[src/rtl/ddr2_win_pkg.sv]
package ddr2_win_pkg;
  // Supported CAS latency range and largest posted additive latency
  localparam int CL_MIN  = 3;
  localparam int CL_MAX  = 7;
  localparam int AL_MAX  = 6;
  // Width holding the largest read latency (AL_MAX + CL_MAX = 13)
  localparam int LAT_W   = 4;
  // Width of the per-slot age counter: must reach latency + window length
  localparam int AGE_W   = 5;
  // Width of a window length in cycles (2 or 4)
  localparam int BLEN_W  = 3;

  typedef enum logic {
    DIR_READ  = 1'b0,
    DIR_WRITE = 1'b1
  } acc_dir_e;
endpackage

[src/rtl/ddr2_lat_calc.sv]
module ddr2_lat_calc
  import ddr2_win_pkg::*;
#(
  parameter int CL_W = 3,
  parameter int AL_W = 3
) (
  input  logic              clk,
  input  logic              rst,
  input  logic [CL_W-1:0]   cas_lat,
  input  logic [AL_W-1:0]   add_lat,
  input  logic              burst8,
  output logic [LAT_W-1:0]  rd_lat_q,
  output logic [LAT_W-1:0]  wr_lat_q,
  output logic [BLEN_W-1:0] blen_q,
  output logic              err_q
);
  logic [LAT_W-1:0] rd_lat_d;
  logic             err_d;

  always_comb begin
    rd_lat_d = LAT_W'(add_lat) + LAT_W'(cas_lat);
    err_d    = (int'(cas_lat) < CL_MIN) || (int'(cas_lat) > CL_MAX) ||
               (int'(add_lat) > AL_MAX);
  end

  // Static configuration: pipelined once, not reset, so it settles during reset
  always_ff @(posedge clk) begin
    rd_lat_q <= rd_lat_d;
    wr_lat_q <= rd_lat_d - LAT_W'(1);
    blen_q   <= burst8 ? BLEN_W'(4) : BLEN_W'(2);
    err_q    <= err_d;
  end

  AST_LAT_RANGE: assert property (@(posedge clk) disable iff (rst)
    !err_q |-> (int'(rd_lat_q) >= CL_MIN) && (int'(rd_lat_q) <= CL_MAX + AL_MAX)
                && (int'(wr_lat_q) + 1 == int'(rd_lat_q)));
endmodule

[src/rtl/ddr2_win_slot.sv]
module ddr2_win_slot
  import ddr2_win_pkg::*;
(
  input  logic              clk,
  input  logic              rst,
  input  logic              load,
  input  logic              load_wr,
  input  logic [LAT_W-1:0]  lat_in,
  input  logic [BLEN_W-1:0] blen_in,
  output logic              valid_o,
  output logic              win_nxt_o,
  output logic              wr_nxt_o
);
  logic             valid_q, valid_d;
  logic             wr_q, wr_d;
  logic [AGE_W-1:0] age_q, age_d;
  logic [AGE_W-1:0] first_q, first_d;
  logic [AGE_W-1:0] last_q, last_d;

  always_comb begin
    valid_d = valid_q;
    wr_d    = wr_q;
    age_d   = age_q;
    first_d = first_q;
    last_d  = last_q;
    if (load) begin
      valid_d = 1'b1;
      wr_d    = load_wr;
      age_d   = '0;
      first_d = AGE_W'(lat_in);
      last_d  = AGE_W'(lat_in) + AGE_W'(blen_in) - AGE_W'(1);
    end else if (valid_q) begin
      if (age_q == last_q) begin
        valid_d = 1'b0;
      end else begin
        age_d = age_q + AGE_W'(1);
      end
    end
  end

  always_ff @(posedge clk) begin
    if (rst) begin
      valid_q <= 1'b0;
      wr_q    <= 1'b0;
      age_q   <= '0;
      first_q <= '0;
      last_q  <= '0;
    end else begin
      valid_q <= valid_d;
      wr_q    <= wr_d;
      age_q   <= age_d;
      first_q <= first_d;
      last_q  <= last_d;
    end
  end

  assign valid_o   = valid_q;
  assign wr_nxt_o  = wr_d;
  assign win_nxt_o = valid_d && (age_d >= first_d) && (age_d <= last_d);

  AST_AGE_STEP: assert property (@(posedge clk) disable iff (rst)
    (valid_q && $past(valid_q) && !$past(load)) |-> (age_q == $past(age_q) + AGE_W'(1)));
  AST_RETIRE_AT_END: assert property (@(posedge clk) disable iff (rst)
    $fell(valid_q) |-> ($past(age_q) == $past(last_q)));
endmodule

[src/rtl/ddr2_win_merge.sv]
module ddr2_win_merge #(
  parameter int NSLOT = 4
) (
  input  logic             clk,
  input  logic             rst,
  input  logic [NSLOT-1:0] win_nxt,
  input  logic [NSLOT-1:0] wr_nxt,
  output logic             rd_en_q,
  output logic             wr_en_q
);
  logic rd_any, wr_any;

  always_comb begin
    rd_any = 1'b0;
    wr_any = 1'b0;
    for (int i = 0; i < NSLOT; i++) begin
      rd_any = rd_any | (win_nxt[i] & ~wr_nxt[i]);
      wr_any = wr_any | (win_nxt[i] &  wr_nxt[i]);
    end
  end

  always_ff @(posedge clk) begin
    if (rst) begin
      rd_en_q <= 1'b0;
      wr_en_q <= 1'b0;
    end else begin
      rd_en_q <= rd_any;
      wr_en_q <= wr_any;
    end
  end
endmodule

[src/rtl/ddr2_data_window.sv]
module ddr2_data_window
  import ddr2_win_pkg::*;
#(
  parameter int NSLOT = 4,
  parameter int CL_W  = 3,
  parameter int AL_W  = 3
) (
  input  logic            clk,
  input  logic            rst,
  input  logic [CL_W-1:0] cfg_cas_lat,
  input  logic [AL_W-1:0] cfg_add_lat,
  input  logic            cfg_burst8,
  input  logic            cmd_valid,
  input  logic            cmd_write,
  output logic            rd_capture_en,
  output logic            wr_drive_en,
  output logic            busy,
  output logic            cfg_error
);
  logic [LAT_W-1:0]  rd_lat, wr_lat;
  logic [BLEN_W-1:0] blen;
  logic              err_q;
  logic [NSLOT-1:0]  slot_valid, slot_win_nxt, slot_wr_nxt, alloc_oh, slot_load;
  logic              found, accept;
  logic [LAT_W-1:0]  cmd_lat;

  ddr2_lat_calc #(.CL_W(CL_W), .AL_W(AL_W)) lat_i (
    .clk      (clk),
    .rst      (rst),
    .cas_lat  (cfg_cas_lat),
    .add_lat  (cfg_add_lat),
    .burst8   (cfg_burst8),
    .rd_lat_q (rd_lat),
    .wr_lat_q (wr_lat),
    .blen_q   (blen),
    .err_q    (err_q)
  );

  // Lowest free slot takes the next command
  always_comb begin
    alloc_oh = '0;
    found    = 1'b0;
    for (int i = 0; i < NSLOT; i++) begin
      if (!slot_valid[i] && !found) begin
        alloc_oh[i] = 1'b1;
        found       = 1'b1;
      end
    end
  end

  assign busy      = &slot_valid;
  assign cfg_error = err_q;
  assign accept    = cmd_valid && !busy && !err_q;
  assign slot_load = accept ? alloc_oh : '0;
  assign cmd_lat   = (cmd_write == DIR_WRITE) ? wr_lat : rd_lat;

  for (genvar g = 0; g < NSLOT; g++) begin : g_slot
    ddr2_win_slot slot_i (
      .clk       (clk),
      .rst       (rst),
      .load      (slot_load[g]),
      .load_wr   (cmd_write),
      .lat_in    (cmd_lat),
      .blen_in   (blen),
      .valid_o   (slot_valid[g]),
      .win_nxt_o (slot_win_nxt[g]),
      .wr_nxt_o  (slot_wr_nxt[g])
    );
  end

  ddr2_win_merge #(.NSLOT(NSLOT)) merge_i (
    .clk     (clk),
    .rst     (rst),
    .win_nxt (slot_win_nxt),
    .wr_nxt  (slot_wr_nxt),
    .rd_en_q (rd_capture_en),
    .wr_en_q (wr_drive_en)
  );

  AST_NO_OVERFLOW: assert property (@(posedge clk) disable iff (rst)
    (cmd_valid && busy) |=> ($countones(slot_valid) <= $past($countones(slot_valid))));
  AST_ONE_PER_EDGE: assert property (@(posedge clk) disable iff (rst)
    $countones(slot_valid) <= $past($countones(slot_valid)) + 1);
  AST_CFG_BLOCKS: assert property (@(posedge clk) disable iff (rst)
    (cmd_valid && cfg_error) |=> ($countones(slot_valid) <= $past($countones(slot_valid))));
  AST_WIN_HAS_SLOT: assert property (@(posedge clk) disable iff (rst)
    (rd_capture_en || wr_drive_en) |-> (|slot_valid));
endmodule

[config.mk]
export PLATFORM = sky130hd
export DESIGN_NAME = ddr2_data_window
export DESIGN_NICKNAME = d
export VERILOG_FILES = /design/src/rtl/ddr2_win_pkg.sv /design/src/rtl/ddr2_lat_calc.sv /design/src/rtl/ddr2_win_slot.sv /design/src/rtl/ddr2_win_merge.sv /design/src/rtl/ddr2_data_window.sv
export SDC_FILE = /design/constraint.sdc
export NUM_CORES = 1
export LEC_CHECK = 0
export ABC_AREA = 1
export BUFFER_PORTS_ARGS = -buffer_cell sky130_fd_sc_hd__buf_2
export CORE_MARGIN = 2
export CORE_UTILIZATION = 52
export DETAILED_ROUTE_END_ITERATION = 6
export PLACE_DENSITY = 0.69
export REMOVE_ABC_BUFFERS = 1
export SLEW_MARGIN = 20
export SYNTH_ARGS = -nofsm -noshare
export SYNTH_HDL_FRONTEND = slang
export SYNTH_SLANG_ARGS = --single-unit
[constraint.sdc]
create_clock -name clk -period 5.8 [get_ports clk]
set_input_delay 1.16 -clock clk [delete_from_list [all_inputs] [get_ports clk]]
set_output_delay 1.16 -clock clk [all_outputs]
set_load 0.02 [all_outputs]
==> results_dict.tcl <==
set metrics [dict create \
    rsz0062_at_grt "no" \
    ys.warnings.count 0 \
    period_minus_slack_ns 4.230 \
    fin_ws_ns 1.570 \
    seqPwrFrac_pct 45.3 \
    cap_violations 0 \
    tightest_slew_ns 0.5903 \
    switching_share_pct 27.25 \
    p_leak_nw 2.487 \
    overflow 0 \
    critPathMaxFanout 7 \
    n_antenna_cell 0 \
    grt_usage_pct 21.84 \
    p_sw_mw 0.3562 \
    fmax_ghz 0.2364 \
    core_um2 8678 \
    p_int_mw 0.9511 \
    hold_viol_final 0 \
    clk_path_buf_depth 2 \
    grt_pass1_vias 3692 \
    crit_required_ns 6.08 \
    cts_sinks 81 \
    htreeDepth 3 \
    worstSetupPathType "in -> reg" \
    fin_nets 684 \
    critPathArrivalTime_ns 4.51 \
    grt_start_max_net_pins 46 \
    cts_tree "done" \
    cts-buffers-inserted 9 \
    wl_per_cell_um 13.57 \
    ioPinCount 15 \
    pre_cts_slack_ns 1.204 \
    drc 0 \
    min_period_over_period_pct 72.93 \
    syn_avg_cell_area_um2 7.610 \
    r2r_end "merge_i.rd_en_q" \
    drtAntennaViolNets 0 \
    viasPerCell 5.261 \
    synth_area_leader_cell "dfxtp_1" \
    setup_viol 0 \
    endpoint "merge_i.rd_en_q" \
    netlist_area_um2 4634 \
    clk_latency_ns 0.35 \
    dpl.hpwl_um 7553 \
    nFillCells 854 \
    crit_path_max_incr_delay_ns 0.50 \
    slowest_stage "mux2i_1" \
    area_growth_pct 7.856 \
    maxSlewHeadroom_pct 60.60 \
    status "completed" \
    start_util_pct 53.40 \
    start_kind "input pin" \
    cp-startpoint "cmd_write" \
    path_cells "buf_2 -> mux2i_1 -> ha_1 -> inv_1 -> ha_1 -> a21oi_1 -> nand2_1 -> xnor2_1 -> nand2_1 -> o21ai_1 -> ha_1 -> a21oi_1 -> o21ai_0 -> nand2_1 -> nand3_1 -> a21oi_1 -> nor2_1 -> a21oi_2" \
    core.rowCount 34 \
    ys_seq_elements 81 \
    power_density_nw_per_um2 261.5 \
    grt_pass1_wl_um 17220 \
    rrSetupSlack_ns 2.38 \
    die_h_um 98.41 \
    seq_area_frac_synth_pct 34.99 \
    ir_worst_vdd_v 0.0001620 \
    synth_area_leaders "dfxtp_1, ha_1, nand2_1, nor2_1, inv_1" \
    die_area_um2 9684 \
    clockRootBuffer "clkbuf_8" \
    drt_iter0_drc 135 \
    fp.dieW_um 98.41 \
    yosysTopAreaCellShare_pct 34.99 \
    end_kind "flip-flop" \
    route.vias.total 3851 \
    synth_cell_types 44 \
    gp_congestion 0.8439 \
    setup_tns_ns 0 \
    synthCells 609 \
    hold_class "reg -> reg" \
    drt_wl_total_um 9935 \
    power.clock.fraction_pct 38.5 \
    fin_skew_ns 0.01407 \
    clk_pin_slew_ns 0.08 \
    drt_first_pass_iters 4 \
    comb_power_share_pct 16.2 \
    cts_setup_buffers 0 \
    drive_gt1_share_pct 9.936 \
    port_buffers 14 \
    drv_slew 0 \
    ff2ff_path_depth 17 \
    post_cts_resized 0 \
    antenna_found_initial 0 \
    rr_startpoint "lat_i.wr_lat_q[2]" \
    cts_hold_buf 0 \
]
==> cell usage in the layout, fill, tap and decap left out, types with 14 or more instances in the layout <==
cell / count
nand2_1: 101
nor2_1: 85
dfxtp_1: 81
inv_1: 79
ha_1: 52
a21oi_1: 28
o21ai_0: 28
nand3_1: 20
nor3_1: 16
xor2_1: 14
buf_2: 14
==> how the worst min path moves through the flow <==
stage	from	end	cells after the start
6_report	g_slot[2].slot_i.first_q[4]	g_slot[2].slot_i.first_q[4]	2
5_1_grt	g_slot[3].slot_i.first_q[4]	g_slot[3].slot_i.first_q[4]	2
4_1_cts	g_slot[2].slot_i.first_q[4]	g_slot[2].slot_i.first_q[4]	2
3_5_place_dp	g_slot[2].slot_i.first_q[4]	g_slot[2].slot_i.first_q[4]	2
3_3_place_gp	g_slot[1].slot_i.first_q[4]	g_slot[1].slot_i.first_q[4]	2
2_1_floorplan	g_slot[0].slot_i.first_q[4]	g_slot[0].slot_i.first_q[4]	2
==> state kept, by name (all words and copies together), names as in the netlist <==
name,flops
lat_i.blen_q,2
lat_i.rd_lat_q,4
g_slot.slot_i.last_q,20
merge_i.rd_en_q,1
lat_i.err_q,1
lat_i.wr_lat_q,4
g_slot.slot_i.first_q,20
g_slot.slot_i.valid_o,4
g_slot.slot_i.age_q,20
g_slot.slot_i.wr_q,4
merge_i.wr_en_q,1
==> per-layer routing <==
metal	track usage, %	routed length, um	vias up
li1	-	-	2011
met1	30.34	4918	1768
met2	35.16	4566	61
met3	4.009	306	11
met4	5.690	144	0
met5	0	0	-
==> cells in the mapped netlist, drive strengths merged <==
cell and number:
o22ai 2, a22oi 2, nor3 17, or3 1, a21boi 1, mux2i 4
o311ai 2, o21a 4, nor2 89, xor2 14, a31o 2, a2bb2oi 1
nand4 10, clkbuf 8, buf 9, a21oi 30, nor4 7, fa 2
or2 3, inv 85, o21ai 43, a31oi 1, a211oi 2, xnor2 7
dfxtp 81, ha 52, nand3 20, o21bai 2, o2111ai 1, nand2 107
==> power by group through the flow <==
stage | clock (mW) | combinational, mW | sequential (mW)
after floorplan | 0 | 0.142 | 0.604
final | 0.504 | 0.211 | 0.592
after global routing | 0.535 | 0.238 | 0.595
after global placement | 0 | 0.200 | 0.605
after detailed placement | 0 | 0.209 | 0.605
after CTS | 0.512 | 0.211 | 0.592
==> through the flow <==
| stage | hold slack, ns | utilization (%) | power (mW) | area (um2) | cells |
|---|---|---|---|---|---|
| finish | 0.4587 | 57.60 | 1.307 | 4999 | 732 |
| CTS | 0.4647 | 57.60 | 1.316 | 4999 | 732 |
| global placement | 0.4476 | 54.79 | 0.8055 | 4755 | 716 |
| detailed placement | 0.4516 | 54.79 | 0.8145 | 4755 | 716 |
| floorplan | 0.4300 | - | 0.7460 | 4534 | 592 |
| global route | 0.4924 | 57.60 | 1.368 | 4999 | 732 |
==> final cells by class <==
class | count | area, um2 | share of cell area (%)
multi-input combinational | 426 | 2591 | 51.84
sequential | 81 | 1622 | 32.44
inverter | 85 | 321.6 | 6.433
clock buffer | 11 | 141.4 | 2.829
tap | 108 | 135.1 | 2.703
clock inverter | 5 | 102.6 | 2.053
timing repair buffer | 16 | 85.08 | 1.702
==> worst max-delay path, delay by kind of cell <==
family | cells | cell delay, ns
mux | 1 | 0.50
buf+inv | 2 | 0.24
compound gates | 6 | 0.86
fa+ha+maj | 3 | 0.84
xor+xnor | 1 | 0.38
simple gates | 5 | 0.51
==> cell families (layout without fill, tap and decap cells) <==
kind of cell	Yosys count	count (layout)	synth area share, %
compound gates	93	93	12.01
simple gates	254	254	23.89
flops	81	81	34.99
mux	4	4	1.134
buf+inv	102	117	9.098
xor+xnor	21	21	3.969
fa+ha+maj	54	54	14.90
(Power assumes the default switching activity.)
